===== src/rtl/ulp_pkg.sv =====
package ulp_pkg;
  typedef enum logic [1:0] {
    PH_IDLE  = 2'b00,
    PH_PER   = 2'b01,
    PH_ASYNC = 2'b10
  } phase_e;
endpackage


===== src/rtl/ulp_counter.sv =====
module ulp_counter #(
  parameter int ENTRY_W = 10,
  parameter int USUB_W  = 3,
  localparam int IDX_W  = ENTRY_W + USUB_W
) (
  input  logic               clk,
  input  logic               rst,
  input  logic               run,
  input  logic               strobe,
  input  logic               load,
  input  logic [IDX_W-1:0]   load_val,
  output logic               advance,
  output logic [ENTRY_W-1:0] entry_next,
  output logic [USUB_W-1:0]  uframe_q
);
  logic [IDX_W-1:0] idx_q, idx_d;

  assign advance = run & strobe;

  always_comb begin
    idx_d = idx_q;
    if (advance)
      idx_d = idx_q + 1'b1;
    else if (!run && load)
      idx_d = load_val;
  end

  always_ff @(posedge clk) begin
    if (rst) idx_q <= '0;
    else     idx_q <= idx_d;
  end

  assign entry_next = idx_d[IDX_W-1:USUB_W];
  assign uframe_q   = idx_q[USUB_W-1:0];

  AST_IDX_STEP: assert property (@(posedge clk) disable iff (rst)
    (run && strobe) |=> (idx_q == $past(idx_q) + 1'b1));
  AST_IDX_FROZEN_HALTED: assert property (@(posedge clk) disable iff (rst)
    (!run && !load) |=> $stable(idx_q));
  AST_IDX_LOAD_BLOCKED: assert property (@(posedge clk) disable iff (rst)
    (run && !strobe) |=> $stable(idx_q));
endmodule


===== src/rtl/ulp_addr_former.sv =====
module ulp_addr_former #(
  parameter int ADDR_W  = 32,
  parameter int ENTRY_W = 10,
  localparam int LOW_W  = ENTRY_W + 2,
  localparam int ORG_W  = ADDR_W - LOW_W
) (
  input  logic               clk,
  input  logic               rst,
  input  logic               origin_load,
  input  logic [ORG_W-1:0]   origin_hi,
  input  logic [ENTRY_W-1:0] entry_next,
  output logic [ADDR_W-1:0]  addr_q
);
  logic [ORG_W-1:0] org_q, org_d;

  assign org_d = origin_load ? origin_hi : org_q;

  always_ff @(posedge clk) begin
    if (rst) begin
      org_q  <= '0;
      addr_q <= '0;
    end else begin
      org_q  <= org_d;
      addr_q <= {org_d, entry_next, 2'b00};
    end
  end

  AST_ORIGIN_HELD: assert property (@(posedge clk) disable iff (rst)
    !origin_load |=> (addr_q[ADDR_W-1:LOW_W] == $past(addr_q[ADDR_W-1:LOW_W])));
endmodule


===== src/rtl/ulp_phase_seq.sv =====
module ulp_phase_seq
  import ulp_pkg::*;
(
  input  logic   clk,
  input  logic   rst,
  input  logic   run,
  input  logic   advance,
  input  logic   per_enable,
  input  logic   async_enable,
  input  logic   per_done,
  output phase_e phase_q,
  output logic   pulse_q
);
  phase_e phase_d, after_per;

  assign after_per = async_enable ? PH_ASYNC : PH_IDLE;

  always_comb begin
    phase_d = phase_q;
    if (!run)
      phase_d = PH_IDLE;
    else if (advance)
      phase_d = per_enable ? PH_PER : after_per;
    else begin
      unique case (phase_q)
        PH_PER:   if (per_done || !per_enable) phase_d = after_per;
        PH_ASYNC: if (!async_enable) phase_d = PH_IDLE;
        default:  phase_d = phase_q;
      endcase
    end
  end

  always_ff @(posedge clk) begin
    if (rst) begin
      phase_q <= PH_IDLE;
      pulse_q <= 1'b0;
    end else begin
      phase_q <= phase_d;
      pulse_q <= advance;
    end
  end

  AST_PULSE_SINGLE: assert property (@(posedge clk) disable iff (rst)
    pulse_q |=> !pulse_q);
  AST_PER_FIRST: assert property (@(posedge clk) disable iff (rst)
    (advance && per_enable) |=> (phase_q == PH_PER));
  AST_HALT_IDLE: assert property (@(posedge clk) disable iff (rst)
    !run |=> (phase_q == PH_IDLE));
  AST_NO_ASYNC_DISABLED: assert property (@(posedge clk) disable iff (rst)
    (!async_enable && !advance) |=> (phase_q != PH_ASYNC));
endmodule


===== src/rtl/uframe_list_ptr_gen.sv =====
module uframe_list_ptr_gen
  import ulp_pkg::*;
#(
  parameter int ADDR_W  = 32,
  parameter int ENTRY_W = 10,
  parameter int USUB_W  = 3,
  localparam int IDX_W  = ENTRY_W + USUB_W,
  localparam int LOW_W  = ENTRY_W + 2
) (
  input  logic              clk,
  input  logic              rst,
  input  logic              run,
  input  logic              uframe_strobe,
  input  logic              per_enable,
  input  logic              async_enable,
  input  logic              per_done,
  input  logic              origin_load,
  input  logic [ADDR_W-1:0] origin_val,
  input  logic              cnt_load,
  input  logic [IDX_W-1:0]  cnt_load_val,
  output logic [ADDR_W-1:0] slot_addr,
  output logic              fetch_pulse,
  output logic [USUB_W-1:0] uframe_no,
  output logic [1:0]        work_phase
);
  logic               advance;
  logic [ENTRY_W-1:0] entry_next;
  phase_e             phase_q;
  logic               unused_origin_low;

  assign unused_origin_low = ^origin_val[LOW_W-1:0];

  ulp_counter #(.ENTRY_W(ENTRY_W), .USUB_W(USUB_W)) u_cnt (
    .clk(clk), .rst(rst), .run(run), .strobe(uframe_strobe),
    .load(cnt_load), .load_val(cnt_load_val), .advance(advance),
    .entry_next(entry_next), .uframe_q(uframe_no)
  );

  ulp_addr_former #(.ADDR_W(ADDR_W), .ENTRY_W(ENTRY_W)) u_addr (
    .clk(clk), .rst(rst), .origin_load(origin_load),
    .origin_hi(origin_val[ADDR_W-1:LOW_W]), .entry_next(entry_next),
    .addr_q(slot_addr)
  );

  ulp_phase_seq u_seq (
    .clk(clk), .rst(rst), .run(run), .advance(advance),
    .per_enable(per_enable), .async_enable(async_enable),
    .per_done(per_done), .phase_q(phase_q), .pulse_q(fetch_pulse)
  );

  assign work_phase = phase_q;

  AST_SLOT_STEADY: assert property (@(posedge clk) disable iff (rst)
    (fetch_pulse && uframe_no != '0 && !$past(origin_load)) |-> $stable(slot_addr));
  AST_PULSE_FROM_RUN: assert property (@(posedge clk) disable iff (rst)
    !(run && uframe_strobe) |=> !fetch_pulse);
endmodule


===== config.mk =====
export PLATFORM = sky130hd
export DESIGN_NAME = uframe_list_ptr_gen
export DESIGN_NICKNAME = d
export VERILOG_FILES = /design/src/rtl/ulp_pkg.sv /design/src/rtl/ulp_counter.sv /design/src/rtl/ulp_addr_former.sv /design/src/rtl/ulp_phase_seq.sv /design/src/rtl/uframe_list_ptr_gen.sv
export SDC_FILE = /design/constraint.sdc
export NUM_CORES = 1
export LEC_CHECK = 0
export ABC_AREA = 0
export BUFFER_PORTS_ARGS = -buffer_cell sky130_fd_sc_hd__buf_2
export CAP_MARGIN = 20
export CORE_MARGIN = 8
export CORE_UTILIZATION = 43
export DETAILED_ROUTE_END_ITERATION = 8
export PLACE_DENSITY = 0.82
export SYNTH_ARGS = -nofsm -noshare
export SYNTH_HDL_FRONTEND = slang
export SYNTH_SLANG_ARGS = --single-unit

===== constraint.sdc =====
create_clock -name clk -period 1.9 [get_ports clk]
set_input_delay 0.19 -clock clk [delete_from_list [all_inputs] [get_ports clk]]
set_output_delay 0.19 -clock clk [all_outputs]
set_load 0.02 [all_outputs]

### After elaboration in Yosys (flattened, before gate mapping)

Index checks and enable logic that the tools add are counted.

| storage, ports and cells | value |
|---|---|
| register bits after elaboration | 68 |
| input port bits | 54 |
| output and inout port bits | 38 |
| logic and storage cells | 31 |

| operators by class | value |
|---|---|
| add/sub/neg operators | 1 |
| equal/unequal tests | 4 |
| muxes and demuxes | 9 |
| bitwise operators | 2 |
| reduce and logical (&&, ||, !) cells | 8 |

Operator list:

| operator | number |
|---|---|
| 13-bit 2-to-1 mux | 2 |
| 20-bit 2-to-1 mux | 1 |
| 13-bit by 1-bit adder with 13-bit output (second input constant) | 1 |
| 2-bit 2-to-1 mux | 5 |
| 2-bit case mux with 2 select lines | 1 |
| 3-bit by 1-bit != test with 1-bit output (second input constant) | 1 |
| 3-bit by 2-bit != test with 1-bit output (second input constant) | 1 |
| 3-bit AND reduction | 1 |
| 3-bit nonzero test | 1 |
| 2-bit by 1-bit equality test with 1-bit output (second input constant) | 1 |
| 2-bit equality test (second input constant) | 1 |
| 1-bit zero test | 2 |
| 2-bit nonzero test | 1 |
| 2-bit OR reduction | 1 |
| 1-bit AND | 1 |
| 1-bit logical AND | 1 |
| 1-bit logical OR | 1 |
| 1-bit NOT | 1 |

### Logic depth before layout (Yosys ltp)

Gate-level depths: netlist of run 1.

| logic depth | value |
|---|---|
| word-level depth | 5 |
| mapped depth | 6 |

### Modules after synthesis

From an unflattened synthesis of run 1, not the netlist that was laid out.

| second synthesis, totals | value |
|---|---|
| cell total of the unflattened synthesis | 220 |
| area, all modules | 2047.0 um^2 |

Modules (own cells, without submodules):

| module | times used | cells an instance | area each (um^2) |
|---|---|---|---|
| ulp_addr_former | 1 | 88 | 992.2 |
| ulp_counter | 1 | 117 | 922.1 |
| ulp_phase_seq | 1 | 15 | 132.6 |

### Worst setup path after synthesis of run 1

OpenSTA, ideal clock, no wires.

| timing path | value |
|---|---|
| path type | register -> register |
| start point | reg u_cnt.idx_q[0] |
| end point | reg u_addr.addr_q[11] |
| setup time | 125 ps |
| data arrival time | 1403 ps |
| setup slack | 372 ps |
| stages on the path, launching flop included | 6 |
| clock period less this slack | 1528 ps |
| cells stage by stage | dfxtp_1 > ha_1 > inv_1 > nor4_1 > xor2_1 > o2bb2ai_1 |

| between the ends | value |
|---|---|
| cells in the longest elaborated chain, start to end | 2 |

RTL lines:

| element | line | text |
|---|---|---|
| start: declaration | ulp_counter.sv:16 | `logic [IDX_W-1:0] idx_q, idx_d;` |
| start signal: assignment | ulp_counter.sv:30 | `else idx_q <= idx_d;` |
| 13-bit by 1-bit adder with 13-bit output | ulp_counter.sv:23 | `idx_d = idx_q + 1'b1;` |
| 13-bit 2-to-1 mux | ulp_counter.sv:22 | `if (advance)` |
| end signal: assignment | ulp_addr_former.sv:24 | `addr_q <= {org_d, entry_next, 2'b00};` |
| end: declaration | ulp_addr_former.sv:12 | `output logic [ADDR_W-1:0] addr_q` |

Every way passes these cells.
A chain may end at the register's enable or synchronous reset.

### Worst setup path after layout of run 1

Ends and elaborated chain as after synthesis.

==> impl_metrics.toml, run 1 <==
[sta]
rsz0062_at_grt = "no"
min_period_over_period_pct = 82.7
clock_skew_ns = 0.00695
slew_viol_final = 0
setup_tns_ns = 0
setup_violations = 0
max_slew_margin_pct = 63.7
worst_pin_slew_ns = 0.544
fmax_mhz = 636
fin_crit_ns = 1.57
hold_viol_final = 0

[worst_setup_path]
ff2ff_setup_slack_ns = 0.33
cp_max_fo = 7
reg2reg_from = "u_cnt.idx_q[0]"
endpoint_kind = "flop"
crit_slowest_cell = "dfxtp_1"
path_buf_inv = 1
critPathKind = "reg2reg"
path_cells = "ha_1 > inv_1 > nor4_1 > xor2_1 > o2bb2ai_1"
r2r-end = "u_addr.addr_q[11]"
cp_top_family = "flip-flops"
rr_worst_depth = 5
cp_slowest_stage_delay_ns = 0.43
crit_required_ns = 2.11
arrival_ns = 1.78
cp-start-kind = "flop"

[outcome]
outcome = "finished, final reports clean"

[routing]
drcViolationCount = 0
viasPerCell = 5.11
dr.first_iter.drc_count = 33
firstDrtPassIters = 4
routed_wl_mm = 4.24
vias = 1552
postRouteAntennaNets = 0
wl_per_cell_um = 13.9

[global_routing]
grt_max_degree = 22
grt_usage_pct = 14.2
grt_overflow = 0
grt_pass1_vias = 1553
grt_first_pass_wirelength_mm = 7.10
antenna_found_initial = 0

[floorplan]
rows = 22
die_h_um = 77.6
die_w_um = 77.6
initial_core_util_pct = 44.6
num_io_pins = 92
dieArea_um2 = 6030
core_area_um2 = 3660

[cts]
cts.repair_timing.setup_buffer_count = 0
cts.clk_slew.worst_paths_ns = 0.07
cts_max_path_buffers = 2
cts_resized = 0
cts_made_buffers = 5
clock_latency_ns = 0.28
cts_root_buffer = "clkbuf_8"
postCtsHoldBufs = 0
cts_tree = "yes"
clkSinkCount = 36
htree_levels = 2

[synth]
syn-cell-area_um2 = 1630
yosysWarningCount = 0
synthArstFlopShare_pct = 0
syn_area_per_cell_um2 = 9.18
ys_seq_elements = 36
ys.flop_type = "dfxtp_1"
yosysTopAreaCell = "dfxtp_1"
synth_edf_count = 0
synthCells = 178
ys_types = 42
synth.top_cell.area_share_pct = 44.1
synth_commonest_cells = "dfxtp_1 (36), nor2_1 (25), mux2i_1 (21)"
netlist_top_cells_area = "dfxtp_1 (44%), mux2i_1 (13%), nor2_1 (5.7%), a21oi_1 (3.1%), nand2_1 (2.8%)"
yosysMostFrequentCell = "dfxtp_1"
ys_seq_area_share_pct = 44.1

[cells_and_area]
drive_gt1_share_pct = 36.3
antenna_cells = 0
fin_cells = 304
fin_nets = 312
area_delta_synth_final_pct = 31.2

[job]
maxCapViolations = 0

[hold_path]
hold_class = "in2reg"
hold_start = "cnt_load_val[4]"
min_path_cells = 3
hold_path_end = "u_cnt.idx_q[4]"

[pwr]
peakVddDrop_uv = 290
p_per_area_nw_per_um2 = 768
leakagePower_nw = 1.03

[placed_design]
numPlacedInstances = 296
hpwl_mm = 3.39
gp_congestion = 0.799
portBuffers = 77
[worst register-to-register path, delay by kind of cell (launching register included)]
kind	cells	cell delay, ns
compound gates	1	0.12
simple gates	1	0.35
fa+ha+maj	1	0.32
buf+inv	1	0.09
flops	1	0.43
xor+xnor	1	0.19
[per-layer routing]
metal	vias up	track usage (%)	share of wire (%)
li1	796	-	-
met1	690	15.6	44
met2	60	22.5	45
met3	6	7.37	10
met4	0	5.66	1.4
met5	-	0	0
[state kept, by name, indices dropped and copies added (netlist names)]
| register | cells |
|---|---|
| u_cnt.idx_q | 12 |
| u_seq.pulse_q | 1 |
| u_addr.addr_q | 21 |
| u_seq.phase_q | 2 |
[how the worst max path moves through the flow]
stage / depth (start not counted) / start / slack (ns) / to
final: 5 / u_cnt.idx_q[0] / 0.33 / u_addr.addr_q[11]
after global routing: 5 / u_cnt.idx_q[0] / 0.10 / u_addr.addr_q[11]
after CTS: 5 / u_cnt.idx_q[0] / 0.32 / u_addr.addr_q[11]
after detailed placement: 5 / u_cnt.idx_q[0] / 0.35 / u_addr.addr_q[11]
after global placement: 5 / u_cnt.idx_q[0] / 0.34 / u_addr.addr_q[11]
after floorplan: 5 / u_cnt.idx_q[0] / 0.37 / u_addr.addr_q[11]
[cell type report]
| type | instances | area (µm²) |
|---|---|---|
| Fill cell | 339 | 1520 |
| Multi-Input combinational cell | 127 | 840 |
| Sequential cell | 36 | 721 |
| Timing Repair Buffer | 81 | 415 |
| Clock buffer | 6 | 82.6 |
| Tap cell | 48 | 60.1 |
| Inverter | 4 | 15.0 |
| Clock inverter | 2 | 10.0 |
[where the power goes]
group	internal (mW)	leakage (nW)	switching [mW]
clock	0.289	0.0510	0.256
combinational	0.115	0.680	0.157
sequential	0.796	0.296	0.0322
total	1.20	1.03	0.446
[logic make-up after synthesis]
group	after synthesis	synth area share (%)
and+or+nand+nor	65	20.3
DFF	36	44.1
xor gates and xnor gates	1	0.536
muxes	22	13.6
adders and majority gates	3	2.30
AOI/OAI and AO/OA	34	14.2
buffers and inverters	16	4.75
other	1	0.229
[layout by cell type (no fill, tap or decap), types with 4 or more instances in the layout]
| cell | count |
|---|---|
| a21oi_1 | 10 |
| buf_2 | 77 |
| buf_4 | 4 |
| clkbuf_8 | 6 |
| dfxtp_1 | 36 |
| inv_1 | 4 |
| mux2i_1 | 21 |
| nand2_1 | 12 |
| nand3_1 | 4 |
| nor2_1 | 25 |
| nor4_1 | 5 |
[metrics by stage]
stage          worst slack, ns  hold slack [ns]  utilization (%)  instance area [µm²]  power, mW
2_1_floorplan            0.372            0.326                -                 1640       1.01
3_3_place_gp             0.340            0.426             56.0                 2050       1.11
3_5_place_dp             0.350            0.435             56.0                 2050       1.12
4_1_cts                  0.319            0.135             58.5                 2140       1.68
5_1_grt                  0.105            0.149             58.5                 2140       1.73
6_report                 0.329            0.139             58.5                 2140       1.65
(Power assumes the default switching activity.)
==> run 2, diff against run 1 <==
--- a/config.mk
+++ b/config.mk
@@ -5,13 +5,13 @@
 export SDC_FILE = /design/constraint.sdc
 export NUM_CORES = 1
 export LEC_CHECK = 0
-export ABC_AREA = 0
+export ABC_AREA = 1
 export BUFFER_PORTS_ARGS = -buffer_cell sky130_fd_sc_hd__buf_2
 export CAP_MARGIN = 20
 export CORE_MARGIN = 8
-export CORE_UTILIZATION = 43
+export CORE_UTILIZATION = 40
 export DETAILED_ROUTE_END_ITERATION = 8
-export PLACE_DENSITY = 0.82
+export PLACE_DENSITY = 0.79
 export SYNTH_ARGS = -nofsm -noshare
 export SYNTH_HDL_FRONTEND = slang
 export SYNTH_SLANG_ARGS = --single-unit
==> constraint.sdc (replaced) <==
create_clock -name clk -period 1.4 [get_ports clk]
set_input_delay 0.14 -clock clk [delete_from_list [all_inputs] [get_ports clk]]
set_output_delay 0.14 -clock clk [all_outputs]
set_load 0.02 [all_outputs]
==> run 2 against run 1 <==
  * Clock power grew 35%
  * Power is 36% higher
  * Clock skew shrank 0.0036 ns
  * Core utilization down 5.3 points
  * Combinational power up 43%
  * Non-clock buffer count grew 2
  * Worst hold slack worse by 0.025 ns
  * Highest routed layer unchanged
==> impl_metrics.toml, run 2 <==
[worst_setup_path]
arrival_ns = 1.45
cp-start-kind = "flop"
ff2ff_setup_slack_ns = 0.12
crit_path_frequent_cell = "nand2_1"
cp_max_fo = 4
critPathKind = "reg2reg"
crit_slowest_cell = "dfxtp_1"
cp_slowest_stage_delay_ns = 0.37
endpoint_kind = "flop"
path_cells = "inv_1 > ha_1 > a21oi_1 > o21ai_0 > nand2_1 > nand2_1 > nand3_1 > nor2_1"
crit_required_ns = 1.57

[floorplan]
die_w_um = 82.0
core_area_um2 = 4260
rows = 24
num_io_pins = 92
initial_core_util_pct = 40.9
dieArea_um2 = 6730
die_h_um = 82.0

[synth]
ys_seq_elements = 36
synthCells = 250
yosysWarningCount = 0
yosysTopAreaCell = "dfxtp_1"
synth-compound-area-share_pct = 14.8
synth-simple-area-share_pct = 29.7
synthXorXnorAreaFrac_pct = 2.51
synth_fa_ha_area_share_pct = 2.15
syn-cell-area_um2 = 1740
ys_types = 27
ys.flop_type = "dfxtp_1"
synth.top_cell.area_share_pct = 41.3
synthArstFlopShare_pct = 0
netlist_top_cells_area = "dfxtp_1 (41%), nand2_1 (18%), a21oi_1 (7.2%), inv_1 (5.2%), nand3_1 (3.2%)"
yosysMostFrequentCell = "nand2_1"
synth_mux_area_share_pct = 0
synth_edf_count = 0
synth_commonest_cells = "nand2_1 (85), dfxtp_1 (36), a21oi_1 (25)"
ys_seq_area_share_pct = 41.3
synth_top_family_by_area = "simple AND/OR/NAND/NOR gates"
syn_area_per_cell_um2 = 6.98

[cells_and_area]
finalInstanceArea_um2 = 2270
drive_gt1_share_pct = 32.0
area_delta_synth_final_pct = 30.3
seq_area_um2 = 721
top_regs = "u_addr.addr_q (21), u_cnt.idx_q (12), u_seq.phase_q (2)"
final_common_cell = "nand2_1"
final_util_pct = 53.3
final_cell_mix = "nand2_1 (85), buf_2 (77), dfxtp_1 (36), a21oi_1 (25), inv_1 (24)"
multi_input_area_um2 = 865
antenna_cells = 0
regMostFlops = "u_addr.addr_q"
fin_nets = 387
largest_register_ffs = 21
fillCellCount = 441

[sta]
slew_viol_final = 0
clock_skew_ns = 0.00334
hold_viol_final = 0
min_period_over_period_pct = 91.5
whs_ns = 0.114
setup_violations = 0
setup_tns_ns = 0
setup_ws_ns = 0.119
rsz0062_at_grt = "no"
fmax_mhz = 780
fin_crit_ns = 1.28

[cts]
clock_latency_ns = 0.27
cts_max_path_buffers = 2
cts_made_buffers = 5
postCtsHoldBufs = 0
htree_levels = 2
cts.repair_timing.setup_buffer_count = 0
cts_root_buffer = "clkbuf_8"
clkSinkCount = 36
cts_resized = 0
cts_tree = "yes"
cts.clk_slew.worst_paths_ns = 0.07

[global_routing]
grt_overflow = 0
antenna_found_initial = 0
grt_usage_pct = 13.3
grt_first_pass_wirelength_mm = 7.18
grt_pass1_vias = 1630
grt_max_degree = 21

[routing]
wl_per_cell_um = 11.9
routed_wl_mm = 4.55
vias = 1803
firstDrtPassIters = 4
viasPerCell = 4.71
drcViolationCount = 0
postRouteAntennaNets = 0
dr.first_iter.drc_count = 43

[placed_design]
dp_slack_ns = 0.128
portBuffers = 77
postPlaceCellArea_um2 = 2180
gp_congestion = 0.882
hpwl_mm = 3.56

[outcome]
outcome = "finished, final reports clean"

[pwr]
peakVddDrop_uv = 494
p_per_area_nw_per_um2 = 987
leakagePower_nw = 1.11

[job]
maxCapViolations = 0

[hold_path]
hold_class = "in2reg"
run 2: path summary, 6_finish.rpt:
path,cells after the start,endpoint,start
worst max-delay path,8,u_seq.phase_q[1],u_seq.phase_q[0]
worst min-delay path,3,u_addr.addr_q[24],origin_val[24]
worst max register to register,8,u_seq.phase_q[1],u_seq.phase_q[0]
worst min register to register,2,u_addr.addr_q[29],u_addr.addr_q[29]
run 2: metal layers:
metal	part of all wire (%)	track usage, %
met5	0	0
met4	0.88	4.91
met3	6.1	2.84
met2	49	22.8
met1	44	15.9
run 2: final cells by class:
cell class                 instances  share of cell area, %
multi-input combinational        177                   38.1
clock buffer                       8                   3.96
sequential                        36                   31.7
timing repair buffer              83                   18.9
tap                               52                   2.86
inverter                          27                   4.46
run 2: power breakdown:
group | internal (mW) | total [mW] | switching (mW)
clock network | 0.401 | 0.734 | 0.332
registers | 1.08 | 1.12 | 0.0391
logic | 0.149 | 0.390 | 0.241
total | 1.63 | 2.24 | 0.612
run 2: cells by family (layout without fill, tap and decap cells):
family | after synthesis | in the layout
buffers and inverters | 38 | 118
other | 1 | 2
flip-flops | 36 | 36
AND/OR/NAND/NOR | 120 | 120
XOR/XNOR | 5 | 5
AO/OA/AOI/OAI | 47 | 47
adder cells (fa/ha/maj) | 3 | 3
run 2: per-stage QoR:
step           cells  power, mW
2_1_floorplan    251       1.38
3_3_place_gp     375       1.53
3_5_place_dp     375       1.54
4_1_cts          383       2.29
5_1_grt          383       2.38
6_report         383       2.24
run 2: critical path, delay by kind of cell (launching register included):
family	cells	cell delay (ns)
AO/OA/AOI/OAI	2	0.23
adder cells (fa/ha/maj)	1	0.28
buffers and inverters	1	0.06
flip-flops	1	0.37
AND/OR/NAND/NOR	4	0.24
